===== src/rtl/cmdp_pkg.sv =====
package cmdp_pkg;
  typedef enum logic [1:0] {
    ST_IDLE = 2'd0,
    ST_SEND = 2'd1,
    ST_WAIT = 2'd2,
    ST_RECV = 2'd3
  } cmdp_state_e;

  localparam int CRC_W    = 7;
  localparam logic [CRC_W-1:0] CRC_POLY = 7'h09;

  localparam int FLG_SENT = 0;
  localparam int FLG_OK   = 1;
  localparam int FLG_CRC  = 2;
  localparam int FLG_TO   = 3;
  localparam int FLG_N    = 4;
endpackage


===== src/rtl/cmdp_crc7.sv =====
module cmdp_crc7
  import cmdp_pkg::*;
(
  input  logic             clk,
  input  logic             rst,
  input  logic             clr,
  input  logic             en,
  input  logic             din,
  output logic [CRC_W-1:0] crc
);
  logic fb;
  assign fb = din ^ crc[CRC_W-1];

  always_ff @(posedge clk) begin
    if (rst || clr) crc <= '0;
    else if (en)    crc <= {crc[CRC_W-2:0], 1'b0} ^ (fb ? CRC_POLY : '0);
  end
endmodule


===== src/rtl/cmdp_rx_shift.sv =====
module cmdp_rx_shift #(
  parameter int SH_W = 128
) (
  input  logic            clk,
  input  logic            rst,
  input  logic            en,
  input  logic            din,
  output logic [SH_W-1:0] sh
);
  always_ff @(posedge clk) begin
    if (rst)     sh <= '0;
    else if (en) sh <= {sh[SH_W-2:0], din};
  end
endmodule


===== src/rtl/cmdp_resp_bank.sv =====
module cmdp_resp_bank #(
  parameter int RESP_W = 32,
  parameter int NRESP  = 4,
  parameter int HDR_W  = 8
) (
  input  logic                    clk,
  input  logic                    rst,
  input  logic                    ld_long,
  input  logic                    ld_short,
  input  logic [NRESP*RESP_W-1:0] sh_next,
  output logic [NRESP*RESP_W-1:0] resp_o
);
  for (genvar i = 0; i < NRESP; i++) begin : g_word
    logic [RESP_W-1:0] word_q;
    always_ff @(posedge clk) begin
      if (rst) begin
        word_q <= '0;
      end else if (ld_long) begin
        word_q <= sh_next[(NRESP-i)*RESP_W-1 -: RESP_W];
      end else if (ld_short && (i == 0)) begin
        word_q <= sh_next[HDR_W+RESP_W-1 : HDR_W];
      end
    end
    assign resp_o[(NRESP-i)*RESP_W-1 -: RESP_W] = word_q;
  end
endmodule


===== src/rtl/cmd_path_engine.sv =====
module cmd_path_engine
  import cmdp_pkg::*;
#(
  parameter int RESP_W   = 32,
  parameter int NRESP    = 4,
  parameter int IDX_W    = 6,
  parameter int TO_TICKS = 64
) (
  input  logic                    clk,
  input  logic                    rst,
  input  logic                    tick,
  input  logic                    wr_en,
  input  logic                    wr_addr,
  input  logic [RESP_W-1:0]       wr_data,
  input  logic                    cmd_in,
  output logic                    cmd_out,
  output logic                    cmd_oe,
  output logic                    busy,
  output logic [FLG_N-1:0]        status,
  output logic [NRESP*RESP_W-1:0] resp_o
);
  localparam int HDR_W = 2 + IDX_W;
  localparam int TXB   = HDR_W + RESP_W;
  localparam int FRM   = TXB + CRC_W + 1;
  localparam int LLEN  = HDR_W + NRESP * RESP_W;
  localparam int SH_W  = NRESP * RESP_W;
  localparam int CW    = $clog2(LLEN + 1);
  localparam int TW    = $clog2(TO_TICKS + 1);
  localparam int RSP_B = IDX_W;
  localparam int LNG_B = IDX_W + 1;
  localparam int EN_B  = IDX_W + 2;

  cmdp_state_e       state;
  logic [CW-1:0]     cnt;
  logic [TW-1:0]     timer;
  logic [RESP_W-1:0] arg_q;
  logic [TXB-1:0]    txsh;
  logic              rsp_q, long_q;
  logic [FLG_N-1:0]  status_q;
  logic              out_q, oe_q;
  logic [CRC_W-1:0]  crc_tx, crc_rx;
  logic [SH_W-1:0]   sh, sh_next;

  logic wr_cmd, wr_arg, step;
  assign wr_cmd = wr_en && wr_addr;
  assign wr_arg = wr_en && !wr_addr;
  assign step   = tick && !wr_cmd;

  logic [CW-1:0] rlen, rlo;
  assign rlen = long_q ? CW'(LLEN) : CW'(FRM);
  assign rlo  = long_q ? CW'(HDR_W) : '0;

  logic [2:0] ci;
  logic       tx_bit;
  always_comb begin
    ci = 3'(CW'(FRM - 2) - cnt);
    if (cnt < CW'(TXB))           tx_bit = txsh[TXB-1];
    else if (cnt < CW'(FRM - 1))  tx_bit = crc_tx[ci];
    else                          tx_bit = 1'b1;
  end

  logic start_seen, in_win, last_bit;
  assign start_seen = (state == ST_WAIT) && !cmd_in;
  assign in_win     = (cnt >= rlo) && (cnt <= rlen - CW'(2));
  assign last_bit   = step && (state == ST_RECV) && (cnt == rlen - CW'(1));
  assign sh_next    = {sh[SH_W-2:0], cmd_in};

  cmdp_crc7 u_crc_tx (
    .clk (clk), .rst (rst), .clr (wr_cmd),
    .en  (step && (state == ST_SEND) && (cnt < CW'(TXB))),
    .din (txsh[TXB-1]), .crc (crc_tx)
  );

  cmdp_crc7 u_crc_rx (
    .clk (clk), .rst (rst), .clr (wr_cmd),
    .en  (step && ((start_seen && !long_q) || ((state == ST_RECV) && in_win))),
    .din (cmd_in), .crc (crc_rx)
  );

  cmdp_rx_shift #(.SH_W(SH_W)) u_shift (
    .clk (clk), .rst (rst),
    .en  (step && (start_seen || (state == ST_RECV))),
    .din (cmd_in), .sh (sh)
  );

  cmdp_resp_bank #(.RESP_W(RESP_W), .NRESP(NRESP), .HDR_W(HDR_W)) u_bank (
    .clk      (clk),
    .rst      (rst),
    .ld_long  (last_bit && long_q),
    .ld_short (last_bit && !long_q),
    .sh_next  (sh_next),
    .resp_o   (resp_o)
  );

  always_ff @(posedge clk) begin
    if (rst) begin
      state    <= ST_IDLE;
      cnt      <= '0;
      timer    <= '0;
      arg_q    <= '0;
      txsh     <= '0;
      rsp_q    <= 1'b0;
      long_q   <= 1'b0;
      status_q <= '0;
      out_q    <= 1'b1;
      oe_q     <= 1'b0;
    end else begin
      if (wr_arg) arg_q <= wr_data;
      if (wr_cmd) begin
        status_q <= '0;
        if (wr_data[EN_B]) begin
          state  <= ST_SEND;
          cnt    <= '0;
          timer  <= '0;
          txsh   <= {2'b01, wr_data[IDX_W-1:0], arg_q};
          rsp_q  <= wr_data[RSP_B];
          long_q <= wr_data[LNG_B];
        end else begin
          state <= ST_IDLE;
          oe_q  <= 1'b0;
          out_q <= 1'b1;
        end
      end else if (tick) begin
        unique case (state)
          ST_SEND: begin
            out_q <= tx_bit;
            oe_q  <= 1'b1;
            if (cnt < CW'(TXB)) txsh <= txsh << 1;
            if (cnt == CW'(FRM - 1)) begin
              timer <= '0;
              if (rsp_q) begin
                state <= ST_WAIT;
              end else begin
                state              <= ST_IDLE;
                status_q[FLG_SENT] <= 1'b1;
              end
            end else begin
              cnt <= cnt + CW'(1);
            end
          end
          ST_WAIT: begin
            oe_q  <= 1'b0;
            out_q <= 1'b1;
            if (!cmd_in) begin
              state <= ST_RECV;
              cnt   <= CW'(1);
            end else if (timer == TW'(TO_TICKS - 1)) begin
              state            <= ST_IDLE;
              status_q[FLG_TO] <= 1'b1;
            end else begin
              timer <= timer + TW'(1);
            end
          end
          ST_RECV: begin
            oe_q <= 1'b0;
            if (cnt == rlen - CW'(1)) begin
              state <= ST_IDLE;
              if (crc_rx == '0) status_q[FLG_OK]  <= 1'b1;
              else              status_q[FLG_CRC] <= 1'b1;
            end else begin
              cnt <= cnt + CW'(1);
            end
          end
          default: begin
            oe_q  <= 1'b0;
            out_q <= 1'b1;
          end
        endcase
      end
    end
  end

  assign cmd_out = out_q;
  assign cmd_oe  = oe_q;
  assign busy    = (state != ST_IDLE);
  assign status  = status_q;

  AST_ONE_FLAG: assert property (@(posedge clk) disable iff (rst)
    $onehot0(status));
  AST_NO_DRIVE_RX: assert property (@(posedge clk) disable iff (rst)
    (state == ST_RECV) |-> !cmd_oe);
  AST_WAIT_BOUND: assert property (@(posedge clk) disable iff (rst)
    (state == ST_WAIT) |-> (timer < TW'(TO_TICKS)));
  AST_ABORT_IDLE: assert property (@(posedge clk) disable iff (rst)
    (wr_cmd && !wr_data[EN_B]) |=> (!busy && !cmd_oe && (status == '0)));
  AST_WRITE_CLEARS: assert property (@(posedge clk) disable iff (rst)
    wr_cmd |=> (status == '0));
  AST_HOLD_NO_TICK: assert property (@(posedge clk) disable iff (rst)
    (!tick && !wr_cmd) |=> ($stable(state) && $stable(cnt) && $stable(cmd_out) && $stable(cmd_oe)));
endmodule


===== config.mk =====
export PLATFORM = sky130hd
export DESIGN_NAME = cmd_path_engine
export DESIGN_NICKNAME = d
export VERILOG_FILES = /design/src/rtl/cmdp_pkg.sv /design/src/rtl/cmdp_crc7.sv /design/src/rtl/cmdp_rx_shift.sv /design/src/rtl/cmdp_resp_bank.sv /design/src/rtl/cmd_path_engine.sv
export SDC_FILE = /design/constraint.sdc
export NUM_CORES = 1
export LEC_CHECK = 0
export BUFFER_PORTS_ARGS = -buffer_cell sky130_fd_sc_hd__buf_2
export CORE_MARGIN = 3
export CORE_UTILIZATION = 35
export DETAILED_ROUTE_END_ITERATION = 7
export PLACE_DENSITY_LB_ADDON = 0.2
export SYNTH_ARGS = -nofsm -noshare
export SYNTH_HDL_FRONTEND = slang
export SYNTH_SLANG_ARGS = --single-unit

===== constraint.sdc =====
create_clock -name clk -period 2.4 [get_ports clk]
set_clock_uncertainty 0.2 [all_clocks]
set_input_delay 0.48 -clock clk [delete_from_list [all_inputs] [get_ports clk]]
set_output_delay 0.48 -clock clk [all_outputs]
set_load 0.005 [all_outputs]

# Yosys cells after proc, flatten, opt, wreduce, memory -nomap -nowiden
# Cells that the tools add are included.
# totals
register_bits,366
input_bits,38
wordCells,141
# classes
add_sub_neg,5
magnitude_cmp,5
eq_ne,17
mux,46
n_bitwise,6
reduce_logical,42
# op_table
operator,n
two-way mux 40 bit,5
two-way mux 32 bit,2
two-way mux 8 bit,7
two-way mux 7 bit,6
one-hot mux 8 bit (3 select lines),1
AND reduction 4 bit,5
"less-than comparator 8 x 6 -> 1 bit, second input constant",2
logical AND 1 bit,15
"!= test 3 x 2 -> 1 bit, second input constant",5
two-way mux 2 bit,7
one-hot mux 7 bit (2 select lines),1
bitwise XOR 7 bit,2
two-way mux 4 bit,3
AND reduction 6 bit,2
two-way mux 1 bit,11
nonzero test 2 bit,5
"adder 8 x 1 -> 8 bit, second input constant",1
"== test 8 x 6 -> 1 bit, second input constant",1
== test 8 bit,1
>= comparator 8 x 4 -> 1 bit,1
less-or-equal comparator 8 bit,1
"subtractor 8 x 1 -> 8 bit, second input constant",1
"subtractor 8 x 2 -> 8 bit, second input constant",1
"adder 7 x 1 -> 7 bit, second input constant",1
23 further kinds,34

# Depth between registers and ports, before layout
# Gate-level depths: netlist of run 1.
# logic_depth
ltp_word,8
depth_mapped,10
mapped_depth_nobuf,7

# By module
# From an unflattened synthesis of run 1, not the netlist that was laid out.
# unflattened
cells_unflattened,1494
hier_area_um2,14823.0
# modules_own_cells
module,n_inst,cells_per_inst,area_per_inst_um2,seq_area_each_um2
cmdp_resp_bank,1,452,5181.2,2562.5
cmdp_rx_shift,1,412,4652.0,2562.5
cmd_path_engine,1,574,4436.8,1941.9
cmdp_crc7,2,28,276.5,140.1

# Worst setup path before layout of run 1
# No wires, ideal clock.
# synth_timing
path_kind,reg2reg
from,reg long_q
to,reg u_bank.g_word[3].word_q[0]
setup_ps,70
arrival_time_ps,2221
t_required_ps,2130
path_slack_ps,-92
path_stages_with_launch,11
n_path_buf,3
period_less_slack_ps,2492
path_cell_list,dfxtp_1 > clkbuf_1 > inv_1 > ha_1 > nand4bb_4 > or2_1 > nor3_4 > buf_4 > buf_4 > nand2_1 > a21oi_1
# synth_via
elab_chain_cells,5
# synth_lines
item,line_no,source
"start, declared",cmd_path_engine.sv:38,"logic rsp_q, long_q;"
"start signal, assigned",cmd_path_engine.sv:117,long_q <= wr_data[LNG_B];
two-way mux 8 bit,cmd_path_engine.sv:50,assign rlen = long_q ? CW'(LLEN) : CW'(FRM);
subtractor 8 x 1 -> 8 bit,cmd_path_engine.sv:65,assign last_bit = step && (state == ST_RECV) && (cnt == rlen - CW'(1));
== test 8 bit,cmd_path_engine.sv:65,
logical AND 1 bit,cmd_path_engine.sv:65,
logical AND 1 bit (*),cmd_path_engine.sv:89,".ld_long (last_bit && long_q),"
"end signal, assigned",cmdp_resp_bank.sv:19,word_q <= sh_next[(NRESP-i)*RESP_W-1 -: RESP_W];
"end signal, assigned",cmdp_resp_bank.sv:21,word_q <= sh_next[HDR_W+RESP_W-1 : HDR_W];
"end, declared",cmdp_resp_bank.sv:14,logic [RESP_W-1:0] word_q;
# Every way passes the cells marked *; elsewhere a longest branch is shown, timed or not.
# A chain may end at the register's enable or synchronous reset.

# Worst setup path in the final report of run 1
# layout_timing
from,reg long_q
to,reg u_bank.g_word[1].word_q[18]
# layout_via
elab_chain_cells,5
# layout_lines
item,line_no
two-way mux 8 bit,cmd_path_engine.sv:50
subtractor 8 x 1 -> 8 bit,cmd_path_engine.sv:65
== test 8 bit,cmd_path_engine.sv:65
logical AND 1 bit,cmd_path_engine.sv:65
logical AND 1 bit (*),cmd_path_engine.sv:89
"end signal, assigned",cmdp_resp_bank.sv:19
"end signal, assigned",cmdp_resp_bank.sv:21
"end, declared",cmdp_resp_bank.sv:14
# Marks and branches as above.

==> run summary, run 1 <==
Setup crit start -> long_q$_SDFFE_PP0P_
Reg2Reg Setup Slack -> 0.1 ns
htree depth -> 2
final WL -> 37400 µm
Die H -> 206 µm
Reg clk slew, reported paths -> 0.06 ns
# clock sinks -> 366
Crit Path Class -> reg -> reg
Syn Area/Cell -> 8.01 µm²
RR Startpoint -> long_q$_SDFFE_PP0P_
Cells on Worst Hold Path -> 3
Cell Area, Synth -> 0.0140 mm²
Core ar. -> 0.0391 mm²
wire length of the first global-routing pass -> 59700 µm
critical-path cell list -> ha_1, nand4bb_4, or2_4, nor3_4, buf_12, buf_12, buf_4, nand2_1, a21oi_2
Vias -> 12200
Synth cell types -> 55
ANT nets after route -> 0
Row Count -> 72
crit-path max FO -> 7
CTS Root Cell -> clkbuf_16
startpoint types -> flop
outcome -> complete, no violations
Crit path top cell by count -> buf_12
Initial Utilization -> 35.8%
Worst path max stage delay -> 0.37 ns
met3 WL -> 1740 µm
kind of end point of the critical path -> flop
Via density -> 4.95
Max Cap Viol -> 0
share of cells above drive strength 1 -> 16.7%
Total GRT Usage -> 17.0%
Die ar. -> 0.0425 mm²
area grow syn2layout -> 24.5%
top_reg_cell synth -> dfxtp_1
Core Util, Final -> 44.6%
antenna cells -> 0
f_max -> 434 MHz
Syn Nets -> 1798
IR drop worst, VDD -> 0.545 mV
DRC viols -> 0
initial drt markers -> 824
slowest stage cell, crit path -> dfxtp_4
vias in the first global route -> 11600
HPWL after detailed placement -> 23400 µm
TritonCTS clock tree -> yes
initial antenna violation count -> 1
FFs w/ async S/R, synth -> 0%
Tcrit/Tclk final -> 95.9%
crit path DAT -> 2.57 ns
I/O Pins -> 173
data required time of the worst path -> 2.67 ns
worst hold start -> wr_data[31]
CTS Buffer Depth -> 3
Worst R2R End -> u_bank.g_word[1].word_q[18]$_SDFFE_PP0N_
# nets final -> 1973
Synth Register Bits -> 366
routed len/inst -> 15.1 µm
relative slew slack -> 37.8%
clk_lat worst skew -> 0.55 ns
RSZ-0062 raised after global routing -> no
EDFF count, synth -> 0
Setup violations, final -> 0
GP Congestion -> 0.833
Die Wd -> 206 µm
wl on met1 -> 17400 µm
largest net degree at the start of global routing -> 187
Final Max Tran Viols -> 0
cell leakage power -> 6.27 nW
Post-Synthesis Cells -> 1749
First-pass DRT Iterations -> 5
P per Cell Area -> 749 mW/mm²
grt ovf -> 0
highest routed metal layer -> met4
TritonCTS Buffers -> 41
sequential share of the synthesized area -> 52.3%
end of the worst hold path -> arg_q[31]$_SDFFE_PP0P_
setup TNS -> 0 ns
minimum clock period -> 2.30 ns
Min-Delay Path Class -> in -> reg
r2r worst-path depth -> 9
port bufs -> 172
synth warn -> 0
DR WL met2 -> 17300 µm
Worst-Margin Slew -> 0.933 ns
Hold Fails Final Rpt -> 0
-- layer usage --
metal,vias up,track usage (%)
met4,0,5.75
met2,240,27.5
met1,5748,23.0
met3,63,3.06
met5,-,0
li1,6183,-
-- registers in the layout, indices dropped and copies added (netlist names) --
signal                cells
u_bank.g_word.word_q    128
cmd_oe                    1
status                    4
txsh                     40
u_crc_tx.crc              7
u_crc_rx.crc              7
arg_q                    32
cnt                       8
state                     2
long_q                    1
rsp_q                     1
timer                     7
u_shift.sh              127
cmd_out                   1
-- Yosys cell counts (2+ instances only) --
cell type / instances / area share (%)
nor2_1: 89 / 2.4
a41oi_1: 2 / 0.13
o2111ai_1: 2 / 0.13
and2_1: 2 / 0.089
buf_4: 8 / 0.43
or3_1: 2 / 0.089
nand3b_1: 3 / 0.16
xnor2_1: 3 / 0.19
o2bb2ai_1: 3 / 0.19
ha_1: 11 / 0.98
nor3_1: 7 / 0.25
o31ai_1: 4 / 0.21
nand2_1: 629 / 17
buf_1: 4 / 0.11
inv_1: 12 / 0.32
buf_2: 31 / 1.1
clkbuf_1: 88 / 2.4
o21ai_1: 3 / 0.11
o21bai_1: 2 / 0.11
a31oi_1: 6 / 0.27
a211oi_1: 35 / 1.9
and3_1: 6 / 0.27
dfxtp_1: 366 / 52
and3b_1: 2 / 0.13
and4_1: 2 / 0.13
nand2b_1: 3 / 0.13
nor4_1: 2 / 0.089
a211o_1: 2 / 0.13
nand4_1: 6 / 0.27
nor2b_1: 6 / 0.27
nand3_1: 10 / 0.36
o21ai_0: 22 / 0.79
a21oi_1: 276 / 9.9
mux2i_1: 42 / 3.0
a311oi_1: 38 / 2.4
-- cells in the final DEF, fill, tap and decap left out, drive strengths merged, types with 3 or more instances in the layout --
cell type / count
o21ai: 26
nor2: 90
nand3: 10
o2bb2ai: 3
a31oi: 6
o31ai: 4
a311oi: 38
buf: 231
inv: 14
dlygate4sd3: 32
dfxtp: 366
nand3b: 3
nor2b: 6
mux2i: 42
bufinv: 3
a21oi: 276
nor3: 9
nand4: 6
ha: 11
clkbuf: 58
xnor2: 3
nand2: 629
and3: 6
clkinv: 9
nand2b: 3
a211oi: 35
-- cells by family (layout without fill, tap and decap cells) --
group | Yosys count | count (layout) | share of synthesized area (%)
AND/OR/NAND/NOR | 779 | 779 | 22.3
AO/OA/AOI/OAI | 401 | 401 | 16.5
flip-flops | 366 | 366 | 52.3
buffers and inverters | 144 | 349 | 4.36
multiplexers | 43 | 43 | 3.16
adder cells (fa/ha/maj) | 11 | 11 | 0.983
XOR/XNOR | 5 | 5 | 0.366
-- timing repair --
| item | CTS | global route |
|---|---|---|
| pin swaps | 1 | 2 |
| setup buffers | 0 | 5 |
| setup endpoints to repair | 2 | 87 |
| hold buffers | 32 | 0 |
| endpoints found under the hold margin | 41 | 0 |
| gates cloned | 0 | 1 |
| gates resized for setup | 1 | 17 |
-- critical path, delay by kind of cell (launching register included) --
kind,cells,cell delay [ns]
compound gates,1,0.11
fa+ha+maj,1,0.34
buf+inv,3,0.45
flops,1,0.37
simple gates,4,0.76
-- power breakdown --
part           total, mW  leakage (nW)  internal, mW  switching [mW]
combinational      0.547          2.63         0.205           0.341
sequential          6.20          2.96          6.16          0.0432
clock               6.32         0.677          3.80            2.52
total               13.1          6.27          10.2            2.90
-- metrics by stage --
| stage | cell area (µm²) | hold WS (ns) | worst slack (ns) | total power [mW] | instances |
|---|---|---|---|---|---|
| floorplan | 14000 | 0.229 | 0.0544 | 6.66 | 1749 |
| global placement | 15600 | 0.242 | 0.0949 | 6.83 | 2361 |
| detailed placement | 15600 | 0.245 | -0.00391 | 6.84 | 2361 |
| CTS | 17300 | 0.00409 | 0.00282 | 13.3 | 2466 |
| global route | 17400 | 0.0352 | 0.00176 | 13.6 | 2472 |
| finish | 17400 | 0.0286 | 0.0976 | 13.1 | 2472 |
-- worst max-delay path by stage --
stage / endpoint / slack, ns / cells after the start
floorplan: u_bank.g_word[3].word_q[0]$_SDFFE_PP0N_ / 0.05 / 10
global placement: u_bank.g_word[1].word_q[14]$_SDFFE_PP0N_ / 0.09 / 9
global route: u_bank.g_word[1].word_q[18]$_SDFFE_PP0N_ / 0.002 / 9
finish: u_bank.g_word[1].word_q[18]$_SDFFE_PP0N_ / 0.1 / 9
detailed placement: u_crc_rx.crc[1]$_SDFFE_PP0P_ / -0.004 / 7
CTS: u_bank.g_word[2].word_q[21]$_SDFFE_PP0N_ / 0.003 / 9
-- area by class of cell --
type	count	area [µm²]
multi-input combinational	1239	6150
clock buffer	57	1200
tap	518	648
sequential	366	7330
inverter	12	47.5
clock inverter	16	168
fill	3970	21700
timing repair buffer	264	1900
Power figures use the tool's default switching activity.
==> inputs of run 2 (changes only) <==
--- a/config.mk
+++ b/config.mk
@@ -7,7 +7,7 @@
 export LEC_CHECK = 0
 export BUFFER_PORTS_ARGS = -buffer_cell sky130_fd_sc_hd__buf_2
 export CORE_MARGIN = 3
-export CORE_UTILIZATION = 35
+export CORE_UTILIZATION = 52
 export DETAILED_ROUTE_END_ITERATION = 7
 export PLACE_DENSITY_LB_ADDON = 0.2
 export SYNTH_ARGS = -nofsm -noshare
==> run 2 against run 1 <==
Worst setup slack got worse by 0.092 ns. Largest cell class unchanged. Sequential cell count unchanged. Non-clock buffer count decreased by 15. Critical path depth decreased by 1. Critical path type unchanged. Clock power decreased by 12%. Clock-buffer cell count increased by 3. Die area decreased by 32%. Final cell count decreased by 8.3%.
==> run summary, run 2 (synthesis gave the netlist of run 1 again) <==
Hold Fails Final Rpt -> 0 (unchanged)
ANT nets after route -> 0 (unchanged)
P per Cell Area -> 726 mW/mm² (-3.0%)
grt ovf -> 0 (unchanged)
crit-path max FO -> 6 (-1)
Area after DPL -> 0.0154 mm² (-1.4%)
PnR worst setup slack -> 0.00553 ns (-0.0920 ns)
Die H -> 170 µm (-17%)
data required time of the worst path -> 2.63 ns (-0.04 ns)
HPWL after detailed placement -> 21300 µm (-9.0%)
routed len/inst -> 15.2 µm (+0.71%)
initial drt markers -> 949 (+15%)
wire length of the first global-routing pass -> 55800 µm (-6.5%)
kind of end point of the critical path -> flop
Setup violations, final -> 0 (unchanged)
# clock sinks -> 366 (unchanged)
Total GRT Usage -> 22.7% (+5.7 points)
port bufs -> 172 (unchanged)
Final Max Tran Viols -> 0 (unchanged)
Via density -> 5.43 (+9.8%)
Initial Utilization -> 53.3% (+17 points)
antenna cells -> 0 (unchanged)
max FFs per register -> 128 (unchanged)
final WL -> 34500 µm (-7.6%)
DRC viols -> 0 (unchanged)
area grow syn2layout -> 21.1%
outcome -> complete, no violations
Fillers -> 2267 (-43%)
CTS Root Cell -> clkbuf_16
Row Count -> 59 (-18%)
Reg clk slew, reported paths -> 0.06 ns (about the same)
commonest non-fill, non-tap cells in the layout -> nand2_1 (627), dfxtp_1 (364), a21oi_1 (274)
Die ar. -> 0.0289 mm² (-32%)
htree depth -> 2 (unchanged)
Worst-Margin Slew -> 0.848 ns (-0.0851 ns)
First-pass DRT Iterations -> 7 (+2)
clk_lat worst skew -> 0.52 ns (-0.03 ns)
vias in the first global route -> 11400 (-2.1%)
TritonCTS Buffers -> 38 (-7.3%)
cell leakage power -> 6.15 nW (-1.8%)
f_max -> 418 MHz (-3.8%)
Die Wd -> 170 µm (-17%)
relative slew slack -> 43.4% (+5.7 points)
CTS Buffer Depth -> 3 (unchanged)
Crit Path Class -> reg -> reg
minimum clock period -> 2.39 ns (+0.0920 ns)
largest net degree at the start of global routing -> 178 (-4.8%)
RSZ-0062 raised after global routing -> yes
Reg with most FFs -> u_bank.g_word.word_q
GP Congestion -> 0.851 (+2.2%)
TritonCTS clock tree -> yes
biggest registers after layout -> u_bank.g_word.word_q: 128 flops, u_shift.sh: 127 flops, txsh: 40 flops
Setup Slack @ Placement -> 0.0488 ns (+0.0527 ns)
Vias -> 12300 (+0.68%)
Min-Delay Path Class -> in -> reg
share of cells above drive strength 1 -> 16.3% (-0.43 points)
startpoint types -> flop
IR drop worst, VDD -> 0.427 mV (-22%)
I/O Pins -> 173 (unchanged)
commonest non-fill, non-tap cell in the layout -> nand2_1
Tcrit/Tclk final -> 99.8% (+3.8 points)
Final Power -> 12.3 mW (-5.7%)
Max Cap Viol -> 0 (unchanged)
initial antenna violation count -> 0 (-1)
Core ar. -> 0.0263 mm² (-33%)
# nets final -> 1955 (-0.91%)
crit path DAT -> 2.62 ns (+0.05 ns)
design area -> 0.0170 mm² (-2.8%)
[run 2: worst paths after layout]
kind | start | end | slack [ns] | cells past startpoint
max | state[0]$_SDFFE_PP0P_ | u_crc_rx.crc[0]$_SDFFE_PP0P_ | 0.006 | 8
min reg2reg | u_bank.g_word[2].word_q[24]$_SDFFE_PP0N_ | u_bank.g_word[2].word_q[24]$_SDFFE_PP0N_ | 0.25 | 2
min | wr_data[10] | arg_q[10]$_SDFFE_PP0P_ | 0.03 | 3
max reg2reg | state[0]$_SDFFE_PP0P_ | u_crc_rx.crc[0]$_SDFFE_PP0P_ | 0.006 | 8
[run 2: critical path: stages, from the launching register on]
cell,delay [ns]
dfxtp_1,0.33
inv_1,0.11
ha_1,0.22
buf_4,0.16
inv_1,0.10
nor3_1,0.35
a21oi_1,0.18
or4_1,0.51
a21oi_1,0.15
[run 2: stage by stage]
stage	setup TNS (ns)	util [%]	cells	hold slack, ns
global placement	0	58.6	2177	0.241
detailed placement	0	58.6	2177	0.243
global route	-6.26	64.5	2267	0.00328
floorplan	0	-	1749	0.229
finish	0	64.5	2267	0.0258
CTS	0	63.7	2257	0.00164
[run 2: layer usage]
layer,share of wire [%],track usage [%],vias up
li1,-,-,6148
met3,5.5,3.65,53
met5,0,0,-
met1,45,31.0,5779
met2,48,37.6,337
met4,2.0,6.60,0
[run 2: layout make-up]
type	instances	area [µm²]	share of cell area [%]
clock buffers	60	1140	6.74
clock inverters	6	41.3	0.244
multi-input cells	1239	6170	36.4
inverters	12	45.0	0.266
repair buffers	249	1810	10.7
flip-flops and latches	366	7330	43.2
well taps	335	419	2.47
[run 2: report_power, final]
part / switching, mW / total, mW / internal (mW)
clock: 2.32 / 5.59 / 3.26
combinational: 0.336 / 0.530 / 0.194
sequential: 0.0429 / 6.20 / 6.16
[run 2: repair_timing]
action                     CTS  global route
setup endpoints to repair    0           134
setup buffers                0             7
hold endpoints to repair    14             0
resized for setup            0            16
hold buffers                14             0
==> inputs of run 3 (changes only) <==
--- a/config.mk
+++ b/config.mk
@@ -6,7 +6,7 @@
 export NUM_CORES = 1
 export LEC_CHECK = 0
 export BUFFER_PORTS_ARGS = -buffer_cell sky130_fd_sc_hd__buf_2
-export CORE_MARGIN = 3
+export CORE_MARGIN = 2
 export CORE_UTILIZATION = 52
 export DETAILED_ROUTE_END_ITERATION = 7
 export PLACE_DENSITY_LB_ADDON = 0.2
==> run 3 against run 2 <==
Die area is 2.3% lower. Final cell count grew 0.62%. Sequential cell count unchanged. Via count down 0.64%. Clock power is 5.0% higher. Highest routed layer unchanged. Sequential power barely moved. Combinational power hardly changed. Register-to-register slack better by 0.09 ns. Global-route usage up 0.17 points. Sequential share of layout area down 0.43 points. Worst setup slack improved by 0.093 ns.
==> run summary, run 3 (synthesis gave the netlist of run 1 again) <==
kind of end point of the critical path -> flop
initial antenna violation count -> 0 (unchanged)
WP buf/inv -> 0 (-3)
crit path DAT -> 2.54 ns (-0.08 ns)
htree depth -> 2 (unchanged)
CTS Root Cell -> clkbuf_16
minimum clock period -> 2.30 ns (-0.0928 ns)
f_max -> 434 MHz (+4.0%)
Setup violations, final -> 0 (unchanged)
GP Congestion -> 0.851 (about the same)
DRC viols -> 0 (unchanged)
Area after DPL -> 0.0155 mm² (+0.49%)
Hold Fails Final Rpt -> 0 (unchanged)
crit-path max FO -> 7 (+1)
Die ar. -> 0.0283 mm² (-2.3%)
# clock sinks -> 366 (unchanged)
Die Wd -> 168 µm (-1.2%)
Die H -> 168 µm (-1.2%)
Row Count -> 60 (+1.7%)
commonest non-fill, non-tap cells in the layout -> nand2_1 (627), dfxtp_1 (365), a21oi_1 (276)
TritonCTS Buffers -> 39 (+2.6%)
Final Max Tran Viols -> 0 (unchanged)
HPWL after detailed placement -> 21100 µm (-0.71%)
max FFs per register -> 128 (unchanged)
# nets final -> 1964 (+0.46%)
CP delay by family, top -> compound AO/OA/AOI/OAI gates
slowest stage cell, crit path -> or4_1
Crit Path Class -> reg -> reg
I/O Pins -> 173 (unchanged)
P per Cell Area -> 736 mW/mm² (+1.3%)
Tcrit/Tclk final -> 95.9% (-3.9 points)
port bufs -> 172 (unchanged)
Reg clk slew, reported paths -> 0.06 ns (about the same)
final WL -> 33700 µm (-2.4%)
Core ar. -> 0.0267 mm² (+1.7%)
Fillers -> 2281 (+0.62%)
design area -> 0.0171 mm² (+1.0%)
wire length of the first global-routing pass -> 54700 µm (-2.1%)
critical-path cell list -> ha_1, a211o_1, a21oi_1, a211oi_2, or4_1, a21oi_1
IR drop worst, VDD -> 0.529 mV (+24%)
share of cells above drive strength 1 -> 16.4% (+0.14 points)
First-pass DRT Iterations -> 7 (unchanged)
clk_lat worst skew -> 0.53 ns (about the same)
outcome -> complete, no violations
grt ovf -> 0 (unchanged)
routed len/inst -> 14.8 µm (-3.0%)
CTS Buffer Depth -> 3 (unchanged)
Worst path max stage delay -> 0.52 ns (about the same)
area grow syn2layout -> 22.3%
biggest registers after layout -> u_bank.g_word.word_q: 128 flops, u_shift.sh: 127 flops, txsh: 40 flops
cell leakage power -> 6.22 nW (+1.1%)
largest net degree at the start of global routing -> 136 (-24%)
Via density -> 5.37 (-1.3%)
Worst-Margin Slew -> 0.640 ns (-0.209 ns)
Max Cap Viol -> 0 (unchanged)
Total GRT Usage -> 22.9% (+0.17 points)
initial drt markers -> 865 (-8.9%)
data required time of the worst path -> 2.64 ns (about the same)
Initial Utilization -> 52.4% (-0.89 points)
relative slew slack -> 57.4% (+14 points)
ANT nets after route -> 0 (unchanged)
commonest non-fill, non-tap cell in the layout -> nand2_1
Hold WS -> 0.0210 ns (-0.00484 ns)
Crit path top cell by count -> a21oi_1
startpoint types -> flop
Reg with most FFs -> u_bank.g_word.word_q
Vias -> 12200 (-0.64%)
TritonCTS clock tree -> yes
Min-Delay Path Class -> in -> reg
antenna cells -> 0 (unchanged)
vias in the first global route -> 11100 (-2.0%)
==> run 3: area by class of cell <==
cell class / instances / area, µm² / area share, %
Tap cell: 341 / 427 / 2.49
Multi-Input combinational cell: 1239 / 6150 / 35.9
Sequential cell: 366 / 7330 / 42.8
Timing Repair Buffer: 257 / 1910 / 11.1
Clock inverter: 7 / 81.3 / 0.475
Inverter: 12 / 45.0 / 0.263
Clock buffer: 59 / 1180 / 6.90
==> run 3: layer usage <==
| layer | wire, µm | vias to the layer above | GRT usage [%] |
|---|---|---|---|
| met5 | 0 | - | 0 |
| met4 | 623 | 0 | 6.18 |
| met3 | 2120 | 51 | 5.41 |
| met2 | 15800 | 300 | 37.4 |
| met1 | 15100 | 5721 | 30.6 |
| li1 | - | 6166 | - |
==> run 3: worst paths after layout <==
kind,from,end,slack (ns),cells past startpoint
max,long_q$_SDFFE_PP0P_,u_crc_rx.crc[0]$_SDFFE_PP0P_,0.1,6
min,wr_data[10],arg_q[10]$_SDFFE_PP0P_,0.02,3
max reg2reg,long_q$_SDFFE_PP0P_,u_crc_rx.crc[0]$_SDFFE_PP0P_,0.1,6
min reg2reg,u_bank.g_word[2].word_q[24]$_SDFFE_PP0N_,u_bank.g_word[2].word_q[24]$_SDFFE_PP0N_,0.25,2
==> run 3: report_power, final <==
part	internal, mW	switching (mW)	total (mW)
clock network	3.51	2.37	5.87
registers	6.16	0.0412	6.20
logic	0.195	0.332	0.527
total	9.86	2.74	12.6
==> run 3: worst min-delay path, cell delays in order <==
cell and delay (ns):
buf_2 0.10, nand2_1 0.05, a21oi_1 0.05
==> run 3: what timing repair did <==
| item | in CTS | in global routing |
|---|---|---|
| resized for setup | 0 | 17 |
| hold buffers | 17 | 0 |
| endpoints found under the hold margin | 19 | 0 |
| buffers inserted | 0 | 9 |
| endpoints found under the setup margin | 0 | 109 |
==> run 3: metrics by stage <==
step | util [%] | power (mW) | TNS (ns) | cells | setup WS, ns
floorplan | - | 6.66 | 0 | 1749 | 0.0544
global placement | 57.9 | 6.82 | 0 | 2187 | 0.0815
detailed placement | 57.9 | 6.83 | 0 | 2187 | 0.0327
CTS | 63.3 | 12.7 | 0 | 2270 | 0.00816
global route | 64.1 | 13.0 | -0.0130 | 2281 | -0.0130
finish | 64.1 | 12.6 | 0 | 2281 | 0.0983
